## src/rtl/spi_eng_pkg.sv

```systemverilog
package spi_eng_pkg;
  localparam logic [7:0] OFS_OPC  = 8'h45;
  localparam logic [7:0] OFS_TRIG = 8'h47;
  localparam logic [7:0] OFS_TXN  = 8'h48;
  localparam logic [7:0] OFS_RXN  = 8'h4B;
  localparam logic [7:0] OFS_STAT = 8'h4C;
  localparam logic [7:0] OFS_FIFO = 8'h80;

  typedef enum logic [1:0] {ST_IDLE, ST_SHIFT, ST_TAIL} eng_state_e;
endpackage

```

## src/rtl/spi_eng_fifo.sv

```systemverilog
module spi_eng_fifo #(
  parameter int DEPTH = 71,
  localparam int AW = $clog2(DEPTH)
) (
  input  logic          clk_i,
  input  logic          rst_ni,
  input  logic          we_i,
  input  logic [AW-1:0] waddr_i,
  input  logic [7:0]    wdata_i,
  input  logic [AW-1:0] raddr_a_i,
  output logic [7:0]    rdata_a_o,
  input  logic [AW-1:0] raddr_b_i,
  output logic [7:0]    rdata_b_o
);
  logic [7:0] mem_q [DEPTH];

  always_ff @(posedge clk_i or negedge rst_ni) begin
    if (!rst_ni) begin
      for (int i = 0; i < DEPTH; i++) mem_q[i] <= '0;
    end else if (we_i && (int'(waddr_i) < DEPTH)) begin
      mem_q[waddr_i] <= wdata_i;
    end
  end

  assign rdata_a_o = (int'(raddr_a_i) < DEPTH) ? mem_q[raddr_a_i] : 8'h00;
  assign rdata_b_o = (int'(raddr_b_i) < DEPTH) ? mem_q[raddr_b_i] : 8'h00;
endmodule

```

## src/rtl/spi_eng_tick.sv

```systemverilog
module spi_eng_tick #(
  parameter int HALF = 2,
  localparam int CW = $clog2(HALF + 1)
) (
  input  logic clk_i,
  input  logic rst_ni,
  input  logic en_i,
  output logic tick_o
);
  logic [CW-1:0] cnt_q;
  logic          wrap;

  assign wrap   = (cnt_q == CW'(HALF - 1));
  assign tick_o = en_i && wrap;

  always_ff @(posedge clk_i or negedge rst_ni) begin
    if (!rst_ni)             cnt_q <= '0;
    else if (!en_i || wrap)  cnt_q <= '0;
    else                     cnt_q <= cnt_q + 1'b1;
  end
endmodule

```

## src/rtl/spi_flash_cmd_engine.sv

```systemverilog
module spi_flash_cmd_engine
  import spi_eng_pkg::*;
#(
  parameter int DEPTH   = 71,
  parameter int CLK_DIV = 4
) (
  input  logic       clk_i,
  input  logic       rst_ni,
  input  logic       wr_en_i,
  input  logic [7:0] addr_i,
  input  logic [7:0] wdata_i,
  output logic [7:0] rdata_o,
  output logic       spi_cs_no,
  output logic       spi_sck_o,
  output logic       spi_mosi_o,
  input  logic       spi_miso_i
);
  localparam int HALF = CLK_DIV / 2;
  localparam int AW   = $clog2(DEPTH);

  eng_state_e state_q;
  logic [7:0] opc_q, txn_q, rxn_q, sh_q, rx_q, byte_q, done_q;
  logic [6:0] rd_ptr_q, wr_ptr_q;
  logic [2:0] bit_q;
  logic       cs_n_q, sck_q, tail_q;

  logic        busy, tick, bus_wr, start, fifo_hit, eng_we, byte_end;
  logic [7:0]  fifo_off, fifo_rd_bus, fifo_rd_eng;
  logic [8:0]  sum;
  logic [31:0] status;

  assign busy     = (state_q != ST_IDLE);
  assign bus_wr   = wr_en_i && !busy;
  assign fifo_off = addr_i - OFS_FIFO;
  assign fifo_hit = addr_i[7] && (fifo_off < 8'(DEPTH));
  assign sum      = {1'b0, txn_q} + {1'b0, rxn_q};
  assign start    = bus_wr && (addr_i == OFS_TRIG) && wdata_i[7] && (sum <= 9'(DEPTH));
  assign byte_end = (state_q == ST_SHIFT) && tick && sck_q && (bit_q == 3'd7);
  assign eng_we   = byte_end && (byte_q > txn_q);

  spi_eng_tick #(.HALF(HALF)) u_tick (
    .clk_i (clk_i),
    .rst_ni(rst_ni),
    .en_i  (busy),
    .tick_o(tick)
  );

  spi_eng_fifo #(.DEPTH(DEPTH)) u_fifo (
    .clk_i    (clk_i),
    .rst_ni   (rst_ni),
    .we_i     ((bus_wr && fifo_hit) || eng_we),
    .waddr_i  (eng_we ? AW'(txn_q + {1'b0, wr_ptr_q}) : AW'(fifo_off)),
    .wdata_i  (eng_we ? rx_q : wdata_i),
    .raddr_a_i(AW'(fifo_off)),
    .rdata_a_o(fifo_rd_bus),
    .raddr_b_i(AW'(rd_ptr_q)),
    .rdata_b_o(fifo_rd_eng)
  );

  always_ff @(posedge clk_i or negedge rst_ni) begin
    if (!rst_ni) begin
      opc_q <= '0;
      txn_q <= '0;
      rxn_q <= '0;
    end else if (bus_wr) begin
      if (addr_i == OFS_OPC) opc_q <= wdata_i;
      if (addr_i == OFS_TXN) txn_q <= wdata_i;
      if (addr_i == OFS_RXN) rxn_q <= wdata_i;
    end
  end

  always_ff @(posedge clk_i or negedge rst_ni) begin
    if (!rst_ni) begin
      state_q  <= ST_IDLE;
      cs_n_q   <= 1'b1;
      sck_q    <= 1'b0;
      tail_q   <= 1'b0;
      sh_q     <= '0;
      rx_q     <= '0;
      bit_q    <= '0;
      byte_q   <= '0;
      done_q   <= '0;
      rd_ptr_q <= '0;
      wr_ptr_q <= '0;
    end else begin
      case (state_q)
        ST_IDLE: if (start) begin
          state_q  <= ST_SHIFT;
          cs_n_q   <= 1'b0;
          sck_q    <= 1'b0;
          tail_q   <= 1'b0;
          sh_q     <= opc_q;
          bit_q    <= '0;
          byte_q   <= '0;
          done_q   <= '0;
          rd_ptr_q <= '0;
          wr_ptr_q <= '0;
        end
        ST_SHIFT: if (tick) begin
          if (!sck_q) begin
            sck_q <= 1'b1;
            rx_q  <= {rx_q[6:0], spi_miso_i};
          end else begin
            sck_q <= 1'b0;
            if (bit_q == 3'd7) begin
              bit_q  <= '0;
              done_q <= done_q + 8'd1;
              if (eng_we) wr_ptr_q <= wr_ptr_q + 7'd1;
              if (byte_q == sum[7:0]) begin
                state_q <= ST_TAIL;
                sh_q    <= '0;
              end else begin
                byte_q <= byte_q + 8'd1;
                if (byte_q < txn_q) begin
                  sh_q     <= fifo_rd_eng;
                  rd_ptr_q <= rd_ptr_q + 7'd1;
                end else begin
                  sh_q <= '0;
                end
              end
            end else begin
              bit_q <= bit_q + 3'd1;
              sh_q  <= {sh_q[6:0], 1'b0};
            end
          end
        end
        ST_TAIL: if (tick) begin
          // hold select through one idle SCK period
          if (!tail_q) begin
            tail_q <= 1'b1;
          end else begin
            tail_q  <= 1'b0;
            state_q <= ST_IDLE;
            cs_n_q  <= 1'b1;
          end
        end
        default: state_q <= ST_IDLE;
      endcase
    end
  end

  assign status     = {busy, 8'h00, rd_ptr_q, 1'b0, wr_ptr_q, done_q};
  assign spi_cs_no  = cs_n_q;
  assign spi_sck_o  = sck_q;
  assign spi_mosi_o = sh_q[7];

  always_comb begin
    case (addr_i)
      OFS_OPC:          rdata_o = opc_q;
      OFS_TXN:          rdata_o = txn_q;
      OFS_RXN:          rdata_o = rxn_q;
      OFS_STAT:         rdata_o = status[7:0];
      OFS_STAT + 8'd1:  rdata_o = status[15:8];
      OFS_STAT + 8'd2:  rdata_o = status[23:16];
      OFS_STAT + 8'd3:  rdata_o = status[31:24];
      default:          rdata_o = fifo_hit ? fifo_rd_bus : 8'h00;
    endcase
  end
endmodule

```

## config.mk

```make
export PLATFORM = sky130hd
export DESIGN_NAME = spi_flash_cmd_engine
export DESIGN_NICKNAME = d
export VERILOG_FILES = /design/src/rtl/spi_eng_pkg.sv /design/src/rtl/spi_eng_fifo.sv /design/src/rtl/spi_eng_tick.sv /design/src/rtl/spi_flash_cmd_engine.sv
export SDC_FILE = /design/constraint.sdc
export NUM_CORES = 1
export LEC_CHECK = 0
export BUFFER_PORTS_ARGS = -buffer_cell sky130_fd_sc_hd__buf_2
export CAP_MARGIN = 30
export CORE_MARGIN = 2
export CORE_UTILIZATION = 65
export DETAILED_ROUTE_END_ITERATION = 10
export PLACE_DENSITY = 0.85
export REMOVE_ABC_BUFFERS = 1
export SLEW_MARGIN = 30
export SYNTH_ARGS = -nofsm -noshare
export SYNTH_HDL_FRONTEND = slang
export SYNTH_SLANG_ARGS = --single-unit
```

## constraint.sdc

```tcl
create_clock -name clk_i -period 6.8 [get_ports clk_i]
set_input_delay 1.36 -clock clk_i [delete_from_list [all_inputs] [get_ports clk_i]]
set_output_delay 1.36 -clock clk_i [all_outputs]
set_load 0.02 [all_outputs]
```

== Word-level counts from Yosys, hierarchy flattened ==
Cells that the tools add are included.

* Bits in registers: 648
* Input bits: 20
* Output and inout bits: 11
* Word-level logic and storage cells: 234

* Add/subtract/negate cells: 9
* Order comparisons: 11
* Eq/ne operators: 23
* Muxes and demuxes: 68
* Bitwise logic cells: 4
* Reduce and logical (&&, ||, !) cells: 33

{| class="wikitable"
|+ Operators with widths
! kind !! number
|-
| $bwmux 568 || 1
|-
| $mux 8 || 23
|-
| $bmux 8 s7 || 2
|-
| $mux 7 || 11
|-
| $eq 8x7->1 const B || 8
|-
| $demux 8 s7 || 1
|-
| $pmux 8 s7 || 1
|-
| $pmux 8 s2 || 3
|-
| $pmux 7 s2 || 2
|-
| $ge 8x8->1 const B || 3
|-
| $not 7->8 || 3
|-
| $lt 7x7->1 const B || 3
|-
| $add 8x1->8 const B || 2
|-
| $mux 2 || 8
|-
| $add 7x1->7 const B || 2
|-
| $ne 2x2->1 const B || 7
|-
| $reduce_and 7->1 || 2
|-
| $logic_and 1x1->1 || 13
|-
| $mux 3 || 4
|-
| $reduce_and 6->1 || 2
|-
| $add 8x8->9 || 1
|-
| $le 9x7->1 const B || 1
|-
| $reduce_and 3->1 || 3
|-
| $eq 8x8->1 || 1
|-
| 24 further kinds || 41
|}

== Longest topological paths before layout ==
* Depth after elaboration: 13
* Gate-level depth with buffers: 14
* Gate-level depth less buffers: 11

== Cells and area by module ==
From an unflattened synthesis, not the netlist that was laid out.

* Cells, all modules: 2794
* Area, all modules: 36344.9 sq um

{| class="wikitable"
|+ Modules (own cells, without submodules)
! module !! instances !! cells each !! area an instance (sq um) !! seq. area each (sq um)
|-
| spi_eng_fifo || 1 || 2235 || 30933.4 || 14213.6
|-
| spi_flash_cmd_engine || 1 || 552 || 5313.8 || 1953.1
|-
| spi_eng_tick || 1 || 7 || 97.6 || 50.0
|}

== Worst setup path after synthesis ==
OpenSTA, ideal clock, no wires.

* Path type: input-to-output
* Start point: input addr_i[0]
* End point: output rdata_o[1]
* Arrival: 3.834 ns
* Data required time: 5.440 ns
* Path slack: 1.606 ns
* Stages on the path: 7
* Buffers on the path: 2
* Cell sequence: buf_2 > buf_1 > mux4_2 > mux4_2 > mux4_2 > nand2b_1 > o2111ai_1

* Word-level cells in the longest chain between the ends: 8
* Elaborated cells on any way between the ends: 18
* Those cells by class: add/sub (1); order compare (2); eq/ne (7); mux (6); bitwise (1); reduce/logical (1)

{| class="wikitable"
|+ Ends and longest elaborated chain
! what !! RTL line !! text
|-
| from (decl) || spi_flash_cmd_engine.sv:10 || <nowiki>input logic [7:0] addr_i,</nowiki>
|-
| $sub 8x8->8 || spi_flash_cmd_engine.sv:34 || <nowiki>assign fifo_off = addr_i - OFS_FIFO;</nowiki>
|-
| $not 7->8 (not written as such) || spi_eng_fifo.sv:25 || <nowiki>assign rdata_a_o = (int'(raddr_a_i) < DEPTH) ? mem_q[raddr_a_i] : 8'h00;</nowiki>
|-
| $bmux 8 s7 || spi_eng_fifo.sv:25 ||
|-
| $mux 8 (not written as such) (2 in series) || spi_eng_fifo.sv:25 ||
|-
| $mux 8 || spi_eng_fifo.sv:25 ||
|-
| $mux 8 || spi_flash_cmd_engine.sv:156 || <nowiki>default: rdata_o = fifo_hit ? fifo_rd_bus : 8'h00;</nowiki>
|-
| $pmux 8 s7 (*) || spi_flash_cmd_engine.sv:148 || <nowiki>case (addr_i)</nowiki>
|-
| to (decl) || spi_flash_cmd_engine.sv:12 || <nowiki>output logic [7:0] rdata_o,</nowiki>
|}

Mark *: on every way between the ends. The rest lies on a longest branch, timed or not. The select of a mux whose other input is x is not followed.

== Worst setup path after layout ==
* Start point: input addr_i[1]
* End point: output rdata_o[7]

Same word-level chain as after synthesis.

==> impl_results.md <==
- Peak supply drop: 0.197 mV
- Total CTS buffers: 70
- Final period utilization: 84.1%
- GRT Total Usage: 37.6%
- Deepest clock path buffer count: 3
- Cell family with most CP delay: multiplexers
- Full die area: 0.0575 sq mm
- First-pass detailed-route iteration total: 6
- # hold bufs at CTS: 0
- Area leader, netlist: dfrtp_1
- Layout fillers: 3429
- Inst Count DP: 3192
- Sinks on Clock Net: 648
- Commonest non-fill, non-tap cell in the layout: dfrtp_1
- First-pass GRT wire length: 159000 microns
- Clock slew at reported path FFs: 0.05 ns
- Synth Area per Inst: 14.1 sq um
- Remaining DRCs: 0
- Max_slew headroom: 30.3%
- Max-cap violations: 0
- Routed len/inst: 31.5 microns
- Internal power: 6.71 mW
- Power Total: 8.91 mW
- Tmin final: 5.72 ns
- Postcts setup bufs: 0
- Post-synth EDFFs: 0
- Rows: 86
- Worst min-delay path category: reg -> reg
- Skew-Pair Late Insertion Delay: 0.62 ns
- Final hold violation count: 0
- RePlAce Congestion: 0.964
- Final-report max-slew violation count: 0
- Most used flip-flop cell after synthesis: dfrtp_1
- Crit-path max cell delay: 0.62 ns
- DR vias: 24700
- Initial Util: 65.7%
- Ys Warns: 0
- Status: complete, no violations
- DR vias/cell: 7.45
- Netlist cell types: 78
- Most frequent cells in the layout: dfrtp_1, mux2_2, mux4_2, nand2_1, clkbuf_16
- CORE AREA: 0.0550 sq mm
- Layout cells sized above 1: 46.2%
- RSZ-0062 raised after global routing: no
- Sw power: 2.21 mW
- Crit path DAT: 4.36 ns
- CP Buf/Inv Count: 3
- Fin util: 71.5%
- Fin Setup TNS: 0 ns
- Part of the power in the clock network: 43.7%
- DRT iter0 DRCs: 2957
- Die Span Y: 240 microns
- Number of gates resized after cts: 0
- Worst Path Class, Setup: in -> out
- Antenna Nets Post-Route: 0
- Root buffer cell: clkbuf_16
- Most used cell, CP: mux4_2
- Top post-synthesis cells by area: dfrtp_1, mux4_2, mux2_2
- Critical-path cell list: buf_6 -> buf_4 -> mux4_2 -> mux4_2 -> mux4_2 -> nand2b_1 -> o211ai_1 -> buf_2
- Setup-failing EPs final: 0
- CP Max Fanout: 63
- Sequential Power Share: 46.1%
- Switching Share: 24.8%
- Top cell type's share of synthesized area: 44.8%
- Logic pwr share: 10.2%
- #FFs+latches synth: 648
- Largest net degree at the start of global routing: 187
- Vias in the first global route: 25400
- P_leak: 15.6 nW
- PortBufs: 30
- Clock skew: 0.0271 ns
- Worst Tran Pin Value: 1.04 ns
- DP Wirelength: 67400 microns
- Max Clock Freq: 175 MHz
- Grt total ovfl: 0
- Initial antenna violation count: 4
- Power Dens Cells: 227 mW/mm^2
- Seq/Total Area, Yosys: 44.9%
- Worst reg2reg startpoint: bit_q[0]
- Asr flop ratio synth: 100%
- Nets: 2568
- Worst Hold Launch: u_tick.cnt_q[0]
- Startpoint type of the worst setup path: input pin
- I/O Pins: 31
- Critical-path top delay cell: mux4_2
- Final WL: 105000 microns
- Mapped Cells: 2561
- CP Data Required Time: 5.44 ns
- CTS H-tree lvls: 3
- Critical Path Start: addr_i[1]
- CTS tree: built
- Post-Syn Area: 0.0361 sq mm
- Setup crit end kind: primary output
- Die X: 240 microns
- Area Overhead vs Synth: 8.90%
- Non-filler cells, final: 3316
logic make-up (layout without fill, tap and decap cells):
family                     after synthesis  count (layout)  share of synthesized area (%)
DFF                                    648             648                           44.9
and+or+nand+nor                        408             408                           5.83
buffers and inverters                  217             223                           2.51
xor gates and xnor gates                36              36                          0.873
AOI/OAI and AO/OA                      243             243                           4.81
muxes                                  978             978                           39.9
adders and majority gates               31              31                           1.12
other                                    0               1                              0
cell usage after synthesis (all sizes together), types with 29 or more instances:
master,number
nor2,78
a21oi,36
ha,29
a22oi,33
mux4,310
clkbuf,118
o21ai,58
nand3,37
buf,77
nand2,172
mux2i,65
mux2,603
dfrtp,647
metal layers:
metal	global-route usage (%)	vias to the layer above	part of all wire, %
li1	-	9777	-
met2	57.7	1604	47
met5	0	-	0.025
met4	23.3	4	7.0
met1	47.6	12800	35
met3	10.6	473	11
registers in the layout, summed over array words and instances, names as in the netlist:
register / cells
bit_q: 3
byte_q: 8
tail_q: 1
spi_cs_no: 1
spi_sck_o: 1
state_q: 2
u_fifo.mem_q: 568
txn_q: 8
done_q: 8
u_tick.cnt_q: 2
rd_ptr_q: 7
wr_ptr_q: 7
sh_q: 8
rx_q: 8
rxn_q: 8
opc_q: 8
final cells by class:
type / count / area [sq um] / area share, %
Multi-Input combinational cell: 1696 / 19100 / 48.5
Sequential cell: 648 / 16200 / 41.3
Clock buffer: 110 / 2190 / 5.56
Tap cell: 748 / 936 / 2.38
Timing Repair Buffer: 79 / 671 / 1.71
Clock inverter: 12 / 154 / 0.391
Inverter: 22 / 82.6 / 0.210
Antenna cell: 1 / 2.50 / 0.00636
power by group through the flow:
stage	logic [mW]	registers (mW)	clock network (mW)
2_1_floorplan	0.519	4.13	0
3_3_place_gp	0.851	4.15	0
3_5_place_dp	0.885	4.17	0
4_1_cts	0.895	4.10	3.92
5_1_grt	0.961	4.12	4.08
6_report	0.909	4.11	3.90
final timing paths:
check	cells after the start	endpoint	slack (ns)
setup / recovery	8	rdata_o[7]	1.08
hold reg to reg	1	u_tick.cnt_q[0]	0.45
min in group asynchronous	1	rx_q[4]	0.76
setup reg to reg	10	u_fifo.mem_q[287]	1.91
hold / removal	1	u_tick.cnt_q[0]	0.45
max in group asynchronous	3	u_fifo.mem_q[369]	4.62
through the flow:
stage          setup WS (ns)  area [sq um]  hold slack (ns)
3_5_place_dp            1.15         36900            0.433
2_1_floorplan         -0.812         35300            0.415
3_3_place_gp            1.20         36900            0.426
5_1_grt                0.973         39300            0.498
6_report                1.08         39300            0.450
4_1_cts                 1.12         39300            0.448
Power figures use the tool's default switching activity.
